`src/rtl/mdio_pkg.sv`:
```
`timescale 1ns/1ps
package mdio_pkg;
  localparam int REG_AW     = 2;
  localparam int FRAME_LEN  = 64;
  localparam int PRE_LEN    = 32;
  localparam int DATA_W     = 16;
  localparam int TA_START   = FRAME_LEN - DATA_W - 2;
  localparam int DATA_START = FRAME_LEN - DATA_W;
  localparam int IDX_W      = $clog2(FRAME_LEN);

  localparam logic [REG_AW-1:0] OFS_SETUP = 2'd0;
  localparam logic [REG_AW-1:0] OFS_CTRL  = 2'd1;
  localparam logic [REG_AW-1:0] OFS_WDATA = 2'd2;
  localparam logic [REG_AW-1:0] OFS_RDATA = 2'd3;

  localparam int BIT_EN    = 31;
  localparam int BIT_READY = 31;
  localparam int BIT_START = 24;
  localparam int BIT_OP    = 16;
  localparam int RA_LSB    = 8;

  typedef struct packed {
    logic              rd;
    logic [4:0]        phy;
    logic [4:0]        regad;
    logic [DATA_W-1:0] wdata;
  } mdio_req_t;

  function automatic logic [FRAME_LEN-1:0] build_frame(input mdio_req_t r);
    logic [1:0] opc;
    logic [1:0] ta;
    logic [DATA_W-1:0] pay;
    opc = r.rd ? 2'b10 : 2'b01;
    ta  = r.rd ? 2'b11 : 2'b10;
    pay = r.rd ? {DATA_W{1'b1}} : r.wdata;
    return {{PRE_LEN{1'b1}}, 2'b01, opc, r.phy, r.regad, ta, pay};
  endfunction
endpackage

```
`src/rtl/mdio_clkgen.sv`:
```
`timescale 1ns/1ps
module mdio_clkgen #(
  parameter int DIV_W = 8
) (
  input  logic             clk,
  input  logic             rst,
  input  logic             run,
  input  logic [DIV_W-1:0] div,
  output logic             mdc,
  output logic             rise_evt,
  output logic             fall_evt
);
  logic [DIV_W-1:0] cnt_q;
  logic             mdc_q;
  logic             at_end;

  assign at_end   = (cnt_q == div);
  assign rise_evt = run && at_end && !mdc_q;
  assign fall_evt = run && at_end && mdc_q;
  assign mdc      = mdc_q;

  always_ff @(posedge clk) begin
    if (rst || !run) begin
      cnt_q <= '0;
      mdc_q <= 1'b0;
    end else if (at_end) begin
      cnt_q <= '0;
      mdc_q <= ~mdc_q;
    end else begin
      cnt_q <= cnt_q + 1'b1;
    end
  end

  // MDC held low when not running
  p_mdc_idle_low_r1: assert property (@(posedge clk) disable iff (rst)
    !run |=> !mdc_q);
  // no toggle before the half-period count completes
  p_half_period_r1: assert property (@(posedge clk) disable iff (rst)
    run && !at_end |=> $stable(mdc_q));
endmodule

```
`src/rtl/mdio_frame_engine.sv`:
```
`timescale 1ns/1ps
module mdio_frame_engine
  import mdio_pkg::*;
(
  input  logic              clk,
  input  logic              rst,
  input  logic              en,
  input  logic              launch,
  input  mdio_req_t         req,
  input  logic              rise_evt,
  input  logic              fall_evt,
  input  logic              mdio_i,
  output logic              busy,
  output logic              mdio_o,
  output logic              mdio_oe,
  output logic              done,
  output logic              done_rd,
  output logic [DATA_W-1:0] rx_data
);
  logic [FRAME_LEN-1:0] sh_q;
  logic [IDX_W-1:0]     idx_q;
  logic [IDX_W-1:0]     idx_nxt;
  logic                 busy_q, rd_q, oe_q;
  logic [DATA_W-1:0]    rx_q;
  logic                 last;

  assign last    = (idx_q == IDX_W'(FRAME_LEN - 1));
  assign idx_nxt = idx_q + 1'b1;
  assign done    = busy_q && en && fall_evt && last;
  assign done_rd = rd_q;
  assign busy    = busy_q;
  assign mdio_o  = sh_q[FRAME_LEN-1];
  assign mdio_oe = oe_q;
  assign rx_data = rx_q;

  always_ff @(posedge clk) begin
    if (rst) begin
      sh_q   <= '1;
      idx_q  <= '0;
      busy_q <= 1'b0;
      rd_q   <= 1'b0;
      oe_q   <= 1'b0;
      rx_q   <= '0;
    end else if (!en) begin
      busy_q <= 1'b0;
      oe_q   <= 1'b0;
      idx_q  <= '0;
    end else if (launch && !busy_q) begin
      busy_q <= 1'b1;
      sh_q   <= build_frame(req);
      idx_q  <= '0;
      rd_q   <= req.rd;
      oe_q   <= 1'b1;
      rx_q   <= '0;
    end else if (busy_q) begin
      if (rise_evt && rd_q && idx_q >= IDX_W'(DATA_START))
        rx_q <= {rx_q[DATA_W-2:0], mdio_i};
      if (fall_evt) begin
        if (last) begin
          busy_q <= 1'b0;
          oe_q   <= 1'b0;
          idx_q  <= '0;
        end else begin
          idx_q <= idx_nxt;
          sh_q  <= {sh_q[FRAME_LEN-2:0], 1'b1};
          oe_q  <= !(rd_q && idx_nxt >= IDX_W'(TA_START));
        end
      end
    end
  end

  // a running transaction is not disturbed
  p_busy_holds_r8: assert property (@(posedge clk) disable iff (rst)
    busy_q && en && !done |=> busy_q);
  // MDIO released whenever idle
  p_idle_released_r9: assert property (@(posedge clk) disable iff (rst)
    !busy_q |-> !oe_q);
  // turnaround and data of a read are not driven
  p_read_released_r6: assert property (@(posedge clk) disable iff (rst)
    busy_q && rd_q && idx_q >= IDX_W'(TA_START) |-> !oe_q);
  // output value moves only on a falling MDC event or a launch
  p_change_on_fall_r7: assert property (@(posedge clk) disable iff (rst)
    busy_q && !fall_evt |=> $stable(mdio_o));
endmodule

```
`src/rtl/mdio_regfile.sv`:
```
`timescale 1ns/1ps
module mdio_regfile
  import mdio_pkg::*;
#(
  parameter int DIV_W = 8
) (
  input  logic              clk,
  input  logic              rst,
  input  logic              host_wr_en,
  input  logic              host_rd_en,
  input  logic [REG_AW-1:0] host_addr,
  input  logic [31:0]       host_wdata,
  output logic [31:0]       host_rdata,
  input  logic              busy,
  input  logic              done,
  input  logic              done_rd,
  input  logic [DATA_W-1:0] rx_data,
  output logic              enable,
  output logic [DIV_W-1:0]  div,
  output logic              launch,
  output mdio_req_t         req
);
  logic              en_q;
  logic [DIV_W-1:0]  div_q;
  logic [4:0]        phy_q, ra_q;
  logic              op_q;
  logic [DATA_W-1:0] wd_q, rd_q;
  logic [31:0]       rdata_q;
  logic              ready, wr_ctrl;
  logic [31:0]       rmux;
  wire               unused_wbits = ^host_wdata;

  assign ready     = en_q && !busy;
  assign wr_ctrl   = host_wr_en && (host_addr == OFS_CTRL);
  assign launch    = wr_ctrl && host_wdata[BIT_START] && ready;
  assign enable    = en_q;
  assign div       = div_q;
  assign req.rd    = host_wdata[BIT_OP];
  assign req.phy   = host_wdata[4:0];
  assign req.regad = host_wdata[RA_LSB+4:RA_LSB];
  assign req.wdata = wd_q;
  assign host_rdata = rdata_q;

  always_ff @(posedge clk) begin
    if (rst) begin
      en_q  <= 1'b0;
      div_q <= '0;
      phy_q <= '0;
      ra_q  <= '0;
      op_q  <= 1'b0;
      wd_q  <= '0;
      rd_q  <= '0;
    end else begin
      if (host_wr_en && host_addr == OFS_SETUP) begin
        en_q  <= host_wdata[BIT_EN];
        div_q <= host_wdata[DIV_W-1:0];
      end
      if (wr_ctrl && !busy) begin
        phy_q <= host_wdata[4:0];
        ra_q  <= host_wdata[RA_LSB+4:RA_LSB];
        op_q  <= host_wdata[BIT_OP];
      end
      if (host_wr_en && host_addr == OFS_WDATA)
        wd_q <= host_wdata[DATA_W-1:0];
      if (done && done_rd)
        rd_q <= rx_data;
    end
  end

  always_comb begin
    case (host_addr)
      OFS_SETUP: rmux = 32'(div_q) | (32'(en_q) << BIT_EN);
      OFS_CTRL:  rmux = (32'(ready) << BIT_READY) | (32'(op_q) << BIT_OP) |
                        (32'(ra_q) << RA_LSB) | 32'(phy_q);
      OFS_WDATA: rmux = 32'(wd_q);
      default:   rmux = 32'(rd_q);
    endcase
  end

  always_ff @(posedge clk) begin
    if (rst)             rdata_q <= '0;
    else if (host_rd_en) rdata_q <= rmux;
  end

  // ready drops once a start is accepted
  p_ready_drops_r3: assert property (@(posedge clk) disable iff (rst)
    launch |=> !ready);
  // completed read lands in the read-data register
  p_rdata_capture_r6: assert property (@(posedge clk) disable iff (rst)
    done && done_rd |=> rd_q == $past(rx_data));
endmodule

```
`src/rtl/mdio_mgmt_master.sv`:
```
`timescale 1ns/1ps
module mdio_mgmt_master
  import mdio_pkg::*;
#(
  parameter int DIV_W = 8
) (
  input  logic              clk,
  input  logic              rst,
  input  logic              host_wr_en,
  input  logic              host_rd_en,
  input  logic [1:0]        host_addr,
  input  logic [31:0]       host_wdata,
  output logic [31:0]       host_rdata,
  output logic              mdc,
  output logic              mdio_o,
  output logic              mdio_oe,
  input  logic              mdio_i
);
  logic              enable, launch, busy, done, done_rd;
  logic              rise_evt, fall_evt;
  logic [DIV_W-1:0]  div;
  logic [DATA_W-1:0] rx_data;
  mdio_req_t         req;

  mdio_regfile #(.DIV_W(DIV_W)) u_regs (
    .clk(clk), .rst(rst),
    .host_wr_en(host_wr_en), .host_rd_en(host_rd_en),
    .host_addr(host_addr), .host_wdata(host_wdata), .host_rdata(host_rdata),
    .busy(busy), .done(done), .done_rd(done_rd), .rx_data(rx_data),
    .enable(enable), .div(div), .launch(launch), .req(req)
  );

  mdio_clkgen #(.DIV_W(DIV_W)) u_clk (
    .clk(clk), .rst(rst), .run(busy && enable), .div(div),
    .mdc(mdc), .rise_evt(rise_evt), .fall_evt(fall_evt)
  );

  mdio_frame_engine u_eng (
    .clk(clk), .rst(rst), .en(enable), .launch(launch), .req(req),
    .rise_evt(rise_evt), .fall_evt(fall_evt), .mdio_i(mdio_i),
    .busy(busy), .mdio_o(mdio_o), .mdio_oe(mdio_oe),
    .done(done), .done_rd(done_rd), .rx_data(rx_data)
  );
endmodule

```
`config.mk`:
```
export PLATFORM = sky130hd
export DESIGN_NAME = mdio_mgmt_master
export DESIGN_NICKNAME = d
export VERILOG_FILES = /design/src/rtl/mdio_pkg.sv /design/src/rtl/mdio_clkgen.sv /design/src/rtl/mdio_frame_engine.sv /design/src/rtl/mdio_regfile.sv /design/src/rtl/mdio_mgmt_master.sv
export SDC_FILE = /design/constraint.sdc
export NUM_CORES = 1
export LEC_CHECK = 0
export BUFFER_PORTS_ARGS = -buffer_cell sky130_fd_sc_hd__buf_4
export CAP_MARGIN = 20
export CELL_PAD_IN_SITES_DETAIL_PLACEMENT = 1
export CELL_PAD_IN_SITES_GLOBAL_PLACEMENT = 1
export CORE_MARGIN = 4
export CORE_UTILIZATION = 30
export DETAILED_ROUTE_END_ITERATION = 16
export PLACE_DENSITY_LB_ADDON = 0.15
export RECOVER_POWER = 25
export SYNTH_ARGS = -nofsm -noshare
export SYNTH_HDL_FRONTEND = slang
export SYNTH_SLANG_ARGS = --single-unit
```
`constraint.sdc`:
```
create_clock -name clk -period 3.6 [get_ports clk]
set_clock_uncertainty 0.15 [all_clocks]
set_input_delay 0.36 -clock clk [delete_from_list [all_inputs] [get_ports clk]]
set_output_delay 0.36 -clock clk [all_outputs]
set_load 0.1 [all_outputs]
```
## Word-level counts from Yosys, hierarchy flattened

Cells that the tools add are included.

| word-level totals | value |
|---|---|
| register bits after elaboration | 182 |
| input bits | 39 |

| cells by class | value |
|---|---|
| $add $sub $neg | 2 |
| eq/ne operators | 5 |
| muxes and demuxes | 20 |
| bitwise logic cells | 6 |
| reduce and logical (&&, ||, !) cells | 35 |
| magnitude comparators | 2 |

Operator list:

| operator | number |
|---|---|
| $mux W64 | 4 |
| $pmux W32 S3 | 1 |
| $mux W16 | 4 |
| $or A32 B13 Y32 | 1 |
| $or A32 B17 Y32 | 1 |
| $or A32 B5 Y32 | 1 |
| $or A8 B32 Y32 | 1 |
| $logic_and A1 B1 Y1 | 18 |
| $ge A6 B6 Y1 const B | 2 |
| $mux W1 | 9 |
| $add A8 B1 Y8 const B | 1 |
| $eq A8 B8 Y1 | 1 |
| $add A6 B1 Y6 const B | 1 |
| $eq A6 B6 Y1 const B | 1 |
| $mux W6 | 1 |
| $reduce_and A2 Y1 | 3 |
| $reduce_bool A2 Y1 | 3 |
| $logic_not A1 Y1 | 4 |
| $reduce_and A4 Y1 | 1 |
| $reduce_or A2 Y1 | 2 |
| $reduce_and A3 Y1 | 1 |
| $reduce_or A3 Y1 | 1 |
| $eq A2 B1 Y1 const B | 1 |
| $eq A2 B2 Y1 const B | 1 |
| 5 further kinds | 6 |

## Longest topological paths before layout

| logic depth | value |
|---|---|
| depth after elaboration | 8 |
| depth in mapped cells | 9 |
| depth with buffers taken out | 7 |

## Modules after synthesis

Synthesis repeated with hierarchy kept, for this count alone.

| second synthesis, totals | value |
|---|---|
| cell total of the unflattened synthesis | 853 |
| area total of the unflattened synthesis | 7377.1 um^2 |

By module, submodules not included:

| module | times used | cells an instance | area an instance (um^2) |
|---|---|---|---|
| mdio_frame_engine | 1 | 451 | 3849.9 |
| mdio_regfile | 1 | 351 | 3050.4 |
| mdio_clkgen | 1 | 50 | 470.5 |
| mdio_mgmt_master | 1 | 1 | 6.3 |

## Least setup slack after synthesis

Ideal clock, no wire load.

| path | value |
|---|---|
| path type | register to register |
| from | reg u_clk.mdc_q, in the netlist u_clk.mdc |
| to | reg u_regs.rd_q[10] |
| path buffers | 1 |
| required time | 3.322 ns |
| path slack | 0.878 ns |
| cell stages (with the launch flop) | 7 |
| data arrival time | 2.445 ns |
| library setup time | 0.128 ns |
| cells stage by stage | dfxtp_1 -> and3_2 -> nor3b_1 -> nand4_2 -> buf_4 -> mux2i_1 -> nor2_1 |

| on the way | value |
|---|---|
| longest elaborated chain between the ends | 4 |

Ends and longest elaborated chain:

| item | line | RTL |
|---|---|---|
| start, declared | mdio_clkgen.sv:14 | `logic mdc_q;` |
| start signal, assigned | mdio_clkgen.sv:28 | `mdc_q <= ~mdc_q;` |
| $logic_and A1 B1 Y1 | mdio_clkgen.sv:19 | `assign fall_evt = run && at_end && mdc_q;` |
| $logic_and A1 B1 Y1 (2 in a row) | mdio_frame_engine.sv:29 | `assign done = busy_q && en && fall_evt && last;` |
| $logic_and A1 B1 Y1 | mdio_regfile.sv:65 | `if (done && done_rd)` |
| end signal, assigned | mdio_regfile.sv:66 | `rd_q <= rx_data;` |
| end, declared | mdio_regfile.sv:27 | `logic [DATA_W-1:0] wd_q, rd_q;` |

Every way passes these cells.
A chain may end at the register's enable or synchronous reset.

## Final worst setup path

| path | value |
|---|---|
| from | reg u_eng.busy_q, in the netlist u_eng.busy |
| to | reg u_eng.sh_q[58] |

| on the way | value |
|---|---|
| longest elaborated chain between the ends | 6 |
| elaborated cells on any way between the ends | 12 |
| those cells by class | 1 x eq/ne; 1 x mux; 10 x reduce/logical |

Ends and longest elaborated chain:

| item | line | RTL |
|---|---|---|
| start, declared | mdio_frame_engine.sv:23 | `logic busy_q, rd_q, oe_q;` |
| start signal, assigned | mdio_frame_engine.sv:40 | `busy_q <= 1'b0;` |
| start signal, assigned | mdio_frame_engine.sv:45 | `busy_q <= 1'b0;` |
| start signal, assigned | mdio_frame_engine.sv:49 | `busy_q <= 1'b1;` |
| $logic_not A1 Y1 | mdio_frame_engine.sv:48, mdio_regfile.sv:33 |  |
| $logic_and A1 B1 Y1 | mdio_regfile.sv:33 | `assign ready = en_q && !busy;` |
| $logic_and A1 B1 Y1 | mdio_regfile.sv:35 | `assign launch = wr_ctrl && host_wdata[BIT_START] && ready;` |
| $logic_and A1 B1 Y1 | mdio_frame_engine.sv:48 | `end else if (launch && !busy_q) begin` |
| $ne A2 B2 Y1 (no source line) or $reduce_bool A2 Y1 (tied branches) | -- |  |
| $reduce_and A4 Y1 (no source line) | -- |  |
| end signal, assigned | mdio_frame_engine.sv:50 | `sh_q <= build_frame(req);` |
| end signal, assigned | mdio_frame_engine.sv:65 | `sh_q <= {sh_q[FRAME_LEN-2:0], 1'b1};` |
| end, declared | mdio_frame_engine.sv:20 | `logic [FRAME_LEN-1:0] sh_q;` |

Parallel ways exist; a longest one is shown, timed or not.

==> summary.md <==
| Metric | Value |
|---|---|
| Outcome | `finished with violations` |
| Violated checks | `max-capacitance violations, max-slew violations` |
| Nets@finish | `841` |
| PortBufs | `46` |
| Multi-input gate area | `3190 um^2` |
| Overall power | `0.00394 W` |
| Reg2Reg Depth | `6` |
| Diode count | `0` |
| Post-synthesis mux area share | `12.9%` |
| Placement Setup Slack | `1020 ps` |
| # resized after CTS | `0` |
| Width of the die | `159 um` |
| Via density per instance | `4.93` |
| Skew-Pair Late Insertion Delay | `430 ps` |
| Mapped Area | `6830 um^2` |
| WP data required | `3810 ps` |
| Static leakage | `3.46 nW` |
| Setup CP Type | `flip-flop to flip-flop` |
| Top-area cell type share of the netlist area | `49.2%` |
| GPL Wtd Cong | `0.740` |
| Reg clk slew, reported paths | `70 ps` |
| Largest family of logic cells by synthesized area | `simple AND/OR/NAND/NOR gates` |
| Area share of fa/ha/maj cells after synthesis | `0.549%` |
| First-pass GRT wire length | `29200 um` |
| Share of cells above drive strength 1 | `10.7%` |
| Cell Rows | `54` |
| Final setup margin | `1030 ps` |
| Core area | `22100 um^2` |
| DRC Markers | `0` |
| Root Driver | `clkbuf_16` |
| Worst EP arrival | `2790 ps` |
| Setup-failing EPs final | `0` |
| Die H | `159 um` |
| Final core occ | `35.4%` |
| Starting density of the core | `30.9%` |
| Synth warn | `0` |
| Post-synthesis simple-gate area fraction | `22.3%` |
| Storage element area | `3360 um^2` |
| Setup Buffers After CTS | `0` |
| Vias after detailed routing | `5382` |
| Max-Cap Viols | `1` |
| Worst-Margin Slew | `1820 ps` |
| Iter 0 DRT Violations | `283` |
| Slew Limit Fails | `83` |
| Total grt overflow | `0` |
| Crit end category | `flip-flop` |
| Leading cell types in the layout, fill and taps excluded | `168 x dfxtp_1, 158 x nand2_1, 95 x nor2_1` |
| Synth Area in Compound Gates | `8.13%` |
| Kind of path behind the tightest hold check | `input pin to flip-flop` |
| Final Cycle Share | `71.5%` |
| Initial antenna violation count | `0` |
| TritonCTS Sinks | `168` |
| CTS tree | `done` |
| Rel. slew slack | `-21.5%` |
| CTS Buffer Depth | `2` |
| Unrepaired setup endpoints after global routing | `no` |
| Seq/Total Area, Yosys | `49.2%` |
| Largest net degree at the start of global routing | `83` |
| Fmax | `388 MHz` |
| Die Area | `25300 um^2` |
| Synth-to-Final Area Change | `14.3%` |
| Hold depth | `3` |
| CP startpoint kind | `flip-flop` |
| Post-DRT Antenna Nets | `0` |
| Synth unique cells | `50` |
| H-Tree Depth | `4` |
| Number of flops mapped to enable cells by yosys | `0` |
| Asr flop ratio synth | `0%` |
| Worst Path Max Fanout | `35` |
| Fill count | `2559` |
| Io pins | `74` |
| Mean Syn Cell Area | `8.78 um^2` |
| Commonest non-fill, non-tap cell in the layout | `dfxtp_1` |
| Xor/xnor share of the synthesized area | `1.92%` |
| Syn Inst Count | `778` |
| Final min period | `2570 ps` |
| Flops & latches, synth | `168` |
| Setup TNS | `0 ps` |
| Pwr/cell area | `505 nW/um^2` |
| Overall Global Routing Usage | `14.1%` |
| Dominant cells by area after synthesis | `dfxtp_1 49%, mux2i_1 10%, nand2_1 8.7%` |
| Hold buffer count at cts | `1` |
| Drt pass-1 iters | `4` |
| Max VDD drop | `0.252 mV` |
| Final-report hold violation count | `0` |
| DR WL/cell | `16.0 um` |
| CTS buffer count | `17` |
| Vias in the first global route | `5593` |
| Top FF cell, synth | `dfxtp_1` |
| Total wire length | `17400 um` |
| Final HPWL DP | `12000 um` |
| Largest area contributor in the synthesized netlist | `dfxtp_1` |
==> kinds of logic after synthesis <==
| family | count (synthesis) |
|---|---|
| buffers and inverters | 67 |
| adders and majority gates | 3 |
| and+or+nand+nor | 348 |
| other | 1 |
| muxes | 81 |
| xor gates and xnor gates | 15 |
| AOI/OAI and AO/OA | 95 |
| DFF | 168 |
==> power by group <==
| part | switching, W | internal [W] | total (W) |
|---|---|---|---|
| clock network | 0.000812 | 0.000969 | 0.00178 |
| registers | 0.0000164 | 0.00188 | 0.00189 |
| logic | 0.000209 | 0.0000595 | 0.000269 |
==> flip-flops by register name, indices dropped and copies added (netlist names) <==
name               count
u_eng.sh_q            64
u_regs.host_rdata     18
u_eng.rx_data         16
u_regs.rd_q           16
u_regs.wd_q           16
u_clk.cnt_q            8
u_regs.div             8
u_eng.idx_q            6
u_regs.phy_q           5
u_regs.ra_q            5
u_clk.mdc              1
u_eng.busy             1
u_eng.done_rd          1
u_eng.mdio_oe          1
u_regs.enable          1
u_regs.op_q            1
==> area by class of cell <==
| cell class | instances | share of cell area, % |
|---|---|---|
| sequential | 168 | 43.1 |
| multi-input combinational | 556 | 40.9 |
| clock buffer | 17 | 5.45 |
| tap | 280 | 4.49 |
| timing repair buffer | 52 | 4.08 |
| clock inverter | 14 | 1.84 |
| inverter | 4 | 0.192 |
==> critical path, stage by stage, from the launching register on <==
cell	delay [ps]
dfxtp_1	420
and3_2	240
nor3b_1	440
and4_2	770
buf_4	320
nand2_1	80
nand3_1	80
==> metal layers <==
layer / track usage [%] / up-vias / routed length, um
met1: 18.5 / 2642 / 8340
met5: 0 / - / 0
met4: 4.26 / 0 / 259
met2: 23.1 / 71 / 8310
li1: - / 2648 / -
met3: 3.60 / 21 / 495
==> final timing paths <==
kind | from | endpoint | slack, ps
max | u_eng.busy | u_eng.sh_q[58] | 1030
min | host_wdata[15] | u_regs.wd_q[15] | 30
max reg2reg | u_eng.busy | u_eng.sh_q[58] | 1030
min reg2reg | u_regs.phy_q[1] | u_regs.phy_q[1] | 310
==> cells in the mapped netlist, types with 2 or more instances <==
library cell,n
a22oi_1,5
and2_1,3
nand4_1,2
o211ai_1,3
dfxtp_1,168
buf_1,6
nand2_1,158
mux2i_1,68
a31oi_1,12
ha_1,3
nor2b_1,3
or3_1,2
a211oi_1,6
a21oi_1,54
buf_2,8
nor2_1,95
nor3b_1,4
buf_4,17
o21bai_1,3
nor4_1,3
clkbuf_1,31
or3_2,2
and3_1,3
xor2_1,14
inv_1,4
o21ai_0,6
and3_2,2
nand3_1,51
mux2_2,8
nor3_1,5
nand2b_1,6
mux4_2,5
==> stage by stage <==
stage                     std cells  hold slack (ps)  cell area (um^2)
final                          1091             34.1              7810
after global routing           1091             28.3              7810
after CTS                      1091             13.6              7890
after detailed placement       1059              299              7310
after global placement         1059              290              7310
after floorplan                 791              283              6880
No activity file was read; power rests on OpenSTA's default activity.
